### src/rtl/nor_wbuf_pkg.sv
package nor_wbuf_pkg;

  typedef enum logic [3:0] {
    S_IDLE,
    S_PRE,
    S_UNLK1,
    S_UNLK2,
    S_LOAD,
    S_CNT,
    S_PAIRS,
    S_CONF,
    S_GAP,
    S_POLL
  } seq_st_t;

  typedef enum logic [1:0] {
    PH_IDLE,
    PH_SETUP,
    PH_LOW,
    PH_HOLD
  } strobe_ph_t;

endpackage

### src/rtl/nor_bus_strobe.sv
module nor_bus_strobe
  import nor_wbuf_pkg::*;
#(
  parameter int AW     = 24,
  parameter int DW     = 16,
  parameter int WE_LOW = 3
) (
  input  logic          clk,
  input  logic          rst_n,
  input  logic          go_i,
  input  logic [AW-1:0] addr_i,
  input  logic [DW-1:0] data_i,
  output logic [AW-1:0] addr_o,
  output logic [DW-1:0] data_o,
  output logic          ce_n_o,
  output logic          we_n_o,
  output logic          done_o
);

  localparam int LW = $clog2(WE_LOW + 1);

  strobe_ph_t    ph_q;
  logic [LW-1:0] low_q;
  logic          low_last;

  assign low_last = (low_q == LW'(WE_LOW - 1));

  always_ff @(posedge clk or negedge rst_n) begin
    if (!rst_n) begin
      ph_q   <= PH_IDLE;
      low_q  <= '0;
      addr_o <= '0;
      data_o <= '0;
    end else begin
      case (ph_q)
        PH_IDLE: if (go_i) begin
          addr_o <= addr_i;
          data_o <= data_i;
          ph_q   <= PH_SETUP;
        end
        PH_SETUP: begin
          low_q <= '0;
          ph_q  <= PH_LOW;
        end
        PH_LOW: begin
          if (low_last) ph_q <= PH_HOLD;
          else          low_q <= low_q + LW'(1);
        end
        default: ph_q <= PH_IDLE;
      endcase
    end
  end

  assign ce_n_o = (ph_q != PH_LOW);
  assign we_n_o = (ph_q != PH_LOW);
  assign done_o = (ph_q == PH_HOLD);


  addr_hold_chk: assert property (@(posedge clk) disable iff (!rst_n)
    (!we_n_o && $past(!we_n_o)) |-> ($stable(addr_o) && $stable(data_o)));


  go_idle_chk: assert property (@(posedge clk) disable iff (!rst_n)
    go_i |-> (ph_q == PH_IDLE));

endmodule

### src/rtl/nor_rdy_watch.sv
module nor_rdy_watch #(
  parameter int TMO_CYC = 50000
) (
  input  logic clk,
  input  logic rst_n,
  input  logic rdy_a,
  input  logic watch_en,
  output logic rdy_s,
  output logic expired
);

  localparam int TW = $clog2(TMO_CYC + 1);

  logic [1:0]    sync_q;
  logic [TW-1:0] wait_q;

  always_ff @(posedge clk or negedge rst_n) begin
    if (!rst_n) sync_q <= '0;
    else        sync_q <= {sync_q[0], rdy_a};
  end

  assign rdy_s = sync_q[1];

  always_ff @(posedge clk or negedge rst_n) begin
    if (!rst_n)                                   wait_q <= '0;
    else if (!watch_en)                           wait_q <= '0;
    else if (!rdy_s && (wait_q != TW'(TMO_CYC)))  wait_q <= wait_q + TW'(1);
  end

  assign expired = watch_en && (wait_q == TW'(TMO_CYC));


  wait_bound_chk: assert property (@(posedge clk) disable iff (!rst_n)
    wait_q <= TW'(TMO_CYC));

endmodule

### src/rtl/nor_wbuf_prog.sv
module nor_wbuf_prog
  import nor_wbuf_pkg::*;
#(
  parameter int AW       = 24,
  parameter int DW       = 16,
  parameter int WBUF     = 256,
  parameter int WE_LOW   = 3,
  parameter int BUSY_GAP = 4,
  parameter int TMO_CYC  = 50000,
  parameter logic [AW-1:0] UNLK_A1  = 'h555,
  parameter logic [AW-1:0] UNLK_A2  = 'h2AA,
  parameter logic [DW-1:0] UNLK_D1  = 'hAA,
  parameter logic [DW-1:0] UNLK_D2  = 'h55,
  parameter logic [DW-1:0] CMD_LOAD = 'h25,
  parameter logic [DW-1:0] CMD_CONF = 'h29,
  localparam int PW = $clog2(WBUF),
  localparam int CW = PW + 1
) (
  input  logic          clk,
  input  logic          rst_n,
  input  logic          req_i,
  input  logic [AW-1:0] sector_i,
  input  logic [AW-1:0] start_i,
  input  logic [CW-1:0] count_i,
  input  logic          use_fill_i,
  input  logic [DW-1:0] fill_i,
  input  logic [DW-1:0] wdat_i,
  output logic          wnext_o,
  input  logic          rdy_i,
  output logic [AW-1:0] fa_o,
  output logic [DW-1:0] fd_o,
  output logic          ce_n_o,
  output logic          we_n_o,
  output logic          oe_n_o,
  output logic          busy_o,
  output logic          done_o,
  output logic          tmo_o,
  output logic          rej_o
);

  localparam int GW = $clog2(BUSY_GAP + 1);

  // A run is legal when it is non-empty, fits the buffer and stays in one page.
  function automatic logic run_fits(input logic [AW-1:0] s, input logic [CW-1:0] n);
    logic [CW:0] end_ofs;
    end_ofs = {2'b00, s[PW-1:0]} + {1'b0, n};
    return (n != '0) && (n <= CW'(WBUF)) && (end_ofs <= (CW+1)'(WBUF));
  endfunction

  function automatic logic [DW-1:0] count_code(input logic [CW-1:0] n);
    return DW'(n - CW'(1));
  endfunction

  seq_st_t       st_q;
  logic [AW-1:0] sec_q, base_q;
  logic [CW-1:0] cnt_q, pidx_q;
  logic          fillm_q;
  logic [DW-1:0] fill_q;
  logic          go_q;
  logic [GW-1:0] gap_q;
  logic          done_q, tmo_q, rej_q;

  // named internal events
  logic          wr_done;
  logic          rdy_s;
  logic          rdy_expired;
  logic          watch_en;
  logic          last_pair;
  logic          req_take;
  logic          req_ok;
  logic [AW-1:0] bus_addr;
  logic [DW-1:0] bus_data;

  assign req_take  = req_i && (st_q == S_IDLE);
  assign req_ok    = run_fits(start_i, count_i);
  assign watch_en  = (st_q == S_PRE) || (st_q == S_POLL);
  assign last_pair = (pidx_q == cnt_q - CW'(1));

  always_ff @(posedge clk or negedge rst_n) begin
    if (!rst_n) begin
      st_q    <= S_IDLE;
      sec_q   <= '0;
      base_q  <= '0;
      cnt_q   <= '0;
      pidx_q  <= '0;
      fillm_q <= 1'b0;
      fill_q  <= '0;
      go_q    <= 1'b0;
      gap_q   <= '0;
      done_q  <= 1'b0;
      tmo_q   <= 1'b0;
      rej_q   <= 1'b0;
    end else begin
      go_q   <= 1'b0;
      done_q <= 1'b0;
      tmo_q  <= 1'b0;
      rej_q  <= 1'b0;
      case (st_q)
        S_IDLE: if (req_take) begin
          if (req_ok) begin
            sec_q   <= sector_i;
            base_q  <= start_i;
            cnt_q   <= count_i;
            fillm_q <= use_fill_i;
            fill_q  <= fill_i;
            pidx_q  <= '0;
            st_q    <= S_PRE;
          end else begin
            rej_q <= 1'b1;
          end
        end
        S_PRE: begin
          if (rdy_expired) begin
            tmo_q <= 1'b1;
            st_q  <= S_IDLE;
          end else if (rdy_s) begin
            go_q <= 1'b1;
            st_q <= S_UNLK1;
          end
        end
        S_UNLK1: if (wr_done) begin go_q <= 1'b1; st_q <= S_UNLK2; end
        S_UNLK2: if (wr_done) begin go_q <= 1'b1; st_q <= S_LOAD;  end
        S_LOAD:  if (wr_done) begin go_q <= 1'b1; st_q <= S_CNT;   end
        S_CNT:   if (wr_done) begin go_q <= 1'b1; st_q <= S_PAIRS; end
        S_PAIRS: if (wr_done) begin
          go_q <= 1'b1;
          if (last_pair) st_q <= S_CONF;
          else           pidx_q <= pidx_q + CW'(1);
        end
        S_CONF: if (wr_done) begin
          gap_q <= '0;
          st_q  <= S_GAP;
        end
        S_GAP: begin
          if (gap_q == GW'(BUSY_GAP - 1)) st_q <= S_POLL;
          else                            gap_q <= gap_q + GW'(1);
        end
        S_POLL: begin
          if (rdy_expired) begin
            tmo_q <= 1'b1;
            st_q  <= S_IDLE;
          end else if (rdy_s) begin
            done_q <= 1'b1;
            st_q   <= S_IDLE;
          end
        end
        default: st_q <= S_IDLE;
      endcase
    end
  end

  always_comb begin
    bus_addr = sec_q;
    bus_data = '0;
    case (st_q)
      S_UNLK1: begin bus_addr = UNLK_A1; bus_data = UNLK_D1; end
      S_UNLK2: begin bus_addr = UNLK_A2; bus_data = UNLK_D2; end
      S_LOAD:  bus_data = CMD_LOAD;
      S_CNT:   bus_data = count_code(cnt_q);
      S_PAIRS: begin
        bus_addr = base_q + AW'(pidx_q);
        bus_data = fillm_q ? fill_q : wdat_i;
      end
      S_CONF:  bus_data = CMD_CONF;
      default: ;
    endcase
  end

  assign wnext_o = go_q && (st_q == S_PAIRS) && !fillm_q;

  nor_bus_strobe #(
    .AW     (AW),
    .DW     (DW),
    .WE_LOW (WE_LOW)
  ) u_strobe (
    .clk    (clk),
    .rst_n  (rst_n),
    .go_i   (go_q),
    .addr_i (bus_addr),
    .data_i (bus_data),
    .addr_o (fa_o),
    .data_o (fd_o),
    .ce_n_o (ce_n_o),
    .we_n_o (we_n_o),
    .done_o (wr_done)
  );

  nor_rdy_watch #(
    .TMO_CYC (TMO_CYC)
  ) u_watch (
    .clk      (clk),
    .rst_n    (rst_n),
    .rdy_a    (rdy_i),
    .watch_en (watch_en),
    .rdy_s    (rdy_s),
    .expired  (rdy_expired)
  );

  assign oe_n_o = 1'b1;
  assign busy_o = (st_q != S_IDLE);
  assign done_o = done_q;
  assign tmo_o  = tmo_q;
  assign rej_o  = rej_q;


  start_rdy_chk: assert property (@(posedge clk) disable iff (!rst_n)
    (go_q && (st_q == S_UNLK1)) |-> $past(rdy_s));


  done_rdy_chk: assert property (@(posedge clk) disable iff (!rst_n)
    done_o |-> ($past(rdy_s) && !busy_o));


  tmo_excl_chk: assert property (@(posedge clk) disable iff (!rst_n)
    tmo_o |-> (!done_o && !busy_o));


  rej_quiet_chk: assert property (@(posedge clk) disable iff (!rst_n)
    rej_o |-> (ce_n_o && !busy_o));

endmodule

### config.mk
export PLATFORM = sky130hd
export DESIGN_NAME = nor_wbuf_prog
export DESIGN_NICKNAME = d
export VERILOG_FILES = /design/src/rtl/nor_wbuf_pkg.sv /design/src/rtl/nor_bus_strobe.sv /design/src/rtl/nor_rdy_watch.sv /design/src/rtl/nor_wbuf_prog.sv
export SDC_FILE = /design/constraint.sdc
export NUM_CORES = 1
export LEC_CHECK = 0
export BUFFER_PORTS_ARGS = -buffer_cell sky130_fd_sc_hd__buf_4
export CAP_MARGIN = 40
export CORE_MARGIN = 4
export CORE_UTILIZATION = 40
export CTS_CLUSTER_DIAMETER = 200
export DETAILED_ROUTE_END_ITERATION = 8
export HOLD_SLACK_MARGIN = 0.05
export PLACE_DENSITY_LB_ADDON = 0.05
export SETUP_SLACK_MARGIN = 0.02
export SKIP_CTS_REPAIR_TIMING = 1
export SLEW_MARGIN = 10
export SYNTH_ARGS = -nofsm -noshare
export SYNTH_HDL_FRONTEND = slang
export SYNTH_SLANG_ARGS = --single-unit
### constraint.sdc
create_clock -name clk -period 7.64 [get_ports clk]
set_input_delay 1.528 -clock clk [delete_from_list [all_inputs] [get_ports clk]]
set_output_delay 1.528 -clock clk [all_outputs]
set_load 0.02 [all_outputs]
Word-level counts from Yosys, hierarchy flattened
Cells that the tools add are included.

Add/sub/neg operators: 8. Magnitude comparators: 2. Eq/ne operators: 36. Multiplexer cells: 43. Reductions and logical operators: 26.

Operator list (number): 16-bit case mux with 6 select lines (1); 24-bit case mux with 3 select lines (1); 4-bit 2-to-1 mux (14); 16-bit 2-to-1 mux (3); 4-bit case mux with 10 select lines (1); 9-bit 2-to-1 mux (4); 24-bit by 9-bit adder with 24-bit output (1); 2-bit != test (second input constant) (10); 9-bit case mux with 2 select lines (1); 16-bit by 1-bit adder with 16-bit output (second input constant) (1); 16-bit == test (second input constant) (1); 4-bit by 3-bit == test with 1-bit output (second input constant) (4); 16-bit != test (second input constant) (1); 2-bit by 1-bit != test with 1-bit output (second input constant) (7); 12-bit AND reduction (1); 8-bit by 9-bit adder with 10-bit output (1); 10-bit by 9-bit less-or-equal comparator with 1-bit output (second input constant) (1); 9-bit by 1-bit subtractor with 10-bit output (second input constant) (1); 9-bit by 1-bit adder with 9-bit output (second input constant) (1); 9-bit == test (1); 9-bit less-or-equal comparator (second input constant) (1); 1-bit 2-to-1 mux (9); 9-bit nonzero test (1); 9-bit by 1-bit subtractor with 9-bit output (second input constant) (1); 27 further kinds (47).

Register bits: 156. Bits of input ports: 94. Output and inout port bits: 48. Word-level logic and storage cells: 133.

Longest topological paths before layout
Depth in word-level cells: 6. Depth in mapped cells: 12. Mapped depth without buffers: 10.

Hierarchy
A second synthesis with hierarchy kept.

Cells, all modules: 807. Area, all modules: 9026.2 um2.

By module, submodules not included: nor_wbuf_prog (times used 1, cells an instance 603, area an instance 6034.5 um2, sequential area each 2352.3 um2); nor_bus_strobe (times used 1, cells an instance 113, area an instance 1988.2 um2, sequential area each 1101.1 um2); nor_rdy_watch (times used 1, cells an instance 91, area an instance 1003.5 um2, sequential area each 450.4 um2).

Worst setup path after synthesis
No wires, ideal clock.

Path type: in2reg. From: input port start_i[0]. To: register base_q[17]. Library setup time: 0.127 ns. Data arrival time: 4.416 ns. Data required time: 7.513 ns. Setup slack: 3.097 ns. Stages on the path: 12. Cell sequence: ha_1 fa_1 xor2_1 nor4_1 o221ai_1 or4_1 o311ai_2 nand3_1 nor2_1 buf_4 buf_6 mux2_1.

Word-level cells in the longest chain between the ends: 4.

RTL lines: start, declared (line nor_wbuf_prog.sv:23) `input logic [AW-1:0] start_i,`; 8-bit by 9-bit adder with 10-bit output (line nor_wbuf_prog.sv:46) `end_ofs = {2'b00, s[PW-1:0]} + {1'b0, n};`; 10-bit by 9-bit less-or-equal comparator with 1-bit output (line nor_wbuf_prog.sv:47) `return (n != '0) && (n <= CW'(WBUF)) && (end_ofs <= (CW+1)'(WBUF));`; 1-bit logical AND (line nor_wbuf_prog.sv:47); 3-bit AND reduction (no line); end signal, assigned (line nor_wbuf_prog.sv:102) `base_q <= start_i;`; end, declared (line nor_wbuf_prog.sv:55) `logic [AW-1:0] sec_q, base_q;`.

Every way passes these cells. A chain may end at the register's enable or synchronous reset.

Final worst setup path
From: input port start_i[0]. To: register fill_q[6].

Word-level cells in the longest chain between the ends: 4.

RTL lines: 8-bit by 9-bit adder with 10-bit output (line nor_wbuf_prog.sv:46); 10-bit by 9-bit less-or-equal comparator with 1-bit output (line nor_wbuf_prog.sv:47); 1-bit logical AND (line nor_wbuf_prog.sv:47); 3-bit AND reduction (no line); end signal, assigned (line nor_wbuf_prog.sv:105) `fill_q <= fill_i;`; end, declared (line nor_wbuf_prog.sv:58) `logic [DW-1:0] fill_q;`.

Every way passes these cells.

==> results.ini <==
[logic_synthesis]
synth_compound_area_share_pct=12.7
netlist.area_leader.share_pct=47.2
syn_area_um2=8270
ys.flop_type=dfrtp_1
synth_seq_cells=156
synthArstFlopShare_pct=100
yosys.area.top_type=dfrtp_1
synth_area_per_cell_um2=10.5
muxShareOfSynthArea_pct=12.7
synth_fa_ha_area_share_pct=4.72
synthXorXnorAreaFrac_pct=6.05
synth_cell_types=59
yosysSeqAreaShare_pct=47.2
syn-num-nets=914
synth_edf_count=0
synth_cells=790
synth_area_leaders=dfrtp_1 47%, mux2_1 10%, ha_1 4.2%
yosysWarnings=0
synth_top_family_by_area=simple AND/OR/NAND/NOR gates
synth-simple-area-share_pct=13.2

[routing]
wl_per_cell_um=18.2
firstDrtPassIters=4
wl_um=21900
via_count=6458
post_drt_via_cell_ratio=5.35
drc_errors=0
route.antenna.remaining_nets=0
drtIter0Drc=311

[clocking]
clkSinkCount=156
cts_buffers=17
max-clock-path-buffers=2
htreeDepth=4
cts_tree=built
clkLatencyLatePin_ps=420
cts_root_buf=clkbuf_16
path_clk_slew_ps=60

[floorplanning]
start_util_pct=40.7
die_w_um=152
die_area_um2=23000
io_pins=142
die-height_um=152
core_area_um2=20300
rows=52

[power]
power_mw=4.05
leakagePower_nw=4.73
vdd_drop_max_mv=0.192
power.density_nw_per_um2=397

[critical_path]
path_class=in -> reg
path_cells=buf_4, ha_1, fa_1, xor2_1, nor4_1, o221ai_1, or4_1, o311ai_2, nand3_1, nor2_4, buf_4, buf_16, mux2_1
cp_slowest_stage_delay_ps=590
crit_slowest_cell=or4_1
crit_required_ps=7930
cp-end-kind=flip-flop
crit_fanout=58
crit_path_frequent_cell=buf_4
cp_data_arrival_time_ps=5090
critPathLaunchType=input pin

[global_routing]
use_met1_pct=26.5
top_usage_layer=met2
grt-ovfl-total=0
grtUsageTotal_pct=19.2
grt_util_met3_pct=4.12
grt_max_degree=85
gr-usage-met2_pct=30.6
grt_pass1_wl_um=36100
antenna_found_initial=0
grt_pass1_vias=6776

[cells_and_area]
final_util_pct=50.3
syn_to_final_growth_pct=23.4
nNetsFinal=1047
drive_gt1_share_pct=21.0
antenna_cells=0
fin_area_um2=10200

[timing]
rsz0062_at_grt=no
finalSetupViolCount=0
fin_crit_ps=4800
drv_slew=0
fmax_mhz=208
worst_pin_slew_ps=856
finalSetupTns_ps=0
min_period_over_period_pct=62.8
finalHoldViolCount=0
skew_ps=11.6
relSlewSlack_pct=42.9

[hold_path]
hold_class=reg -> reg

[placed_design]
dpl.hpwl_um=16000
place.gp.congestion=0.853
portBuffers=140
dpl_cell_area_um2=9610

[run]
cap_violations=0

[run_status]
status=complete, no violations

worst max-delay path: cells and delay by family:
family,cells,cell delay (ps)
xor gates and xnor gates,1,160
buffers and inverters,3,710
adders and majority gates,2,620
and+or+nand+nor,4,1190
AOI/OAI and AO/OA,2,470
muxes,1,370
metrics by stage:
stage,hold WS [ps],worst slack [ps],instances
final,348,2840,1206
after global routing,370,2640,1206
after CTS,351,2830,1206
after detailed placement,337,2380,1174
after global placement,335,2230,1167
after floorplan,331,3100,790
area by class of cell:
class                           count  area [um2]
Multi-Input combinational cell    572        4090
Clock inverter                     11         131
Inverter                           24        90.1
Sequential cell                   156        3900
Clock buffer                       21         460
Timing Repair Buffer              152        1190
Fill cell                        1919       10100
Tap cell                          270         338
cells in the final DEF, fill, tap and decap left out, drive strengths merged, types with 3 or more instances in the layout:
cell type | netlist | routed
a22o | 4 | 4
a21oi | 44 | 44
o31ai | 4 | 4
o311ai | 3 | 3
mux2i | 9 | 9
inv | 24 | 27
mux2 | 85 | 85
o41ai | 3 | 3
buf | 11 | 152
nand2b | 4 | 4
dfrtp | 156 | 156
nor2b | 7 | 7
nor2 | 68 | 68
nand3 | 17 | 17
ha | 28 | 28
xor2 | 24 | 24
or3 | 15 | 15
xnor2 | 28 | 28
nor3b | 5 | 5
and4 | 3 | 3
nor3 | 20 | 20
or4 | 4 | 4
a21o | 9 | 9
a31oi | 12 | 12
and2 | 3 | 3
nand2 | 56 | 56
nor4 | 4 | 4
o21ai | 43 | 43
o22ai | 16 | 16
clkinvlp | 0 | 3
a221oi | 11 | 11
a211oi | 3 | 3
o21a | 3 | 3
nand4 | 11 | 11
clkinv | 0 | 3
clkbuf | 27 | 21
per-layer routing:
metal	part of all wire, %	up-vias
li1	-	3104
met1	46	3199
met2	48	133
met3	4.1	22
met4	1.6	0
met5	0	-
kinds of logic after synthesis:
logic type / Yosys count
other cells: 1
mux: 94
simple gates: 226
flops: 156
fa+ha+maj: 30
compound gates: 167
xor+xnor: 54
buf+inv: 62
state kept, by name (all words and copies together) (netlist names), 2 cells and up:
register         count
u_watch.sync_q       2
u_strobe.low_q       2
u_strobe.data_o     16
pidx_q               9
st_q                 4
cnt_q                9
fill_q              16
gap_q                3
base_q              24
u_watch.wait_q      16
u_strobe.addr_o     24
sec_q               24
u_strobe.ph_q        2
cell usage after synthesis, drive strengths merged, types with 3 or more instances:
library cell,n
a211oi,3
a21o,9
a21oi,44
a221oi,11
a22o,4
a31oi,12
and2,3
and4,3
buf,11
clkbuf,27
dfrtp,156
ha,28
inv,24
mux2,85
mux2i,9
nand2,56
nand2b,4
nand3,17
nand4,11
nor2,68
nor2b,7
nor3,20
nor3b,5
nor4,4
o21a,3
o21ai,43
o22ai,16
o311ai,3
o31ai,4
o41ai,3
or3,15
or4,4
xnor2,28
xor2,24
path summary, 6_finish.rpt:
check,start,slack [ps],to,cells after the start
setup / recovery,start_i[0],2840,fill_q[6],13
hold / removal,u_watch.sync_q[0],350,u_watch.sync_q[1],0
setup reg to reg,cnt_q[0],4650,pidx_q[7],10
hold reg to reg,u_watch.sync_q[0],350,u_watch.sync_q[1],0
max in group asynchronous,rst_n,5290,tmo_o,3
min in group asynchronous,rst_n,930,u_strobe.addr_o[4],1
report_power, final:
part | leakage, nW | internal (mW) | switching (mW) | total [mW]
Combinational | 2.42 | 0.806 | 0.904 | 1.71
Clock | 0.281 | 0.503 | 0.352 | 0.855
Sequential | 2.02 | 1.16 | 0.321 | 1.48
Power figures use the tool's default switching activity.
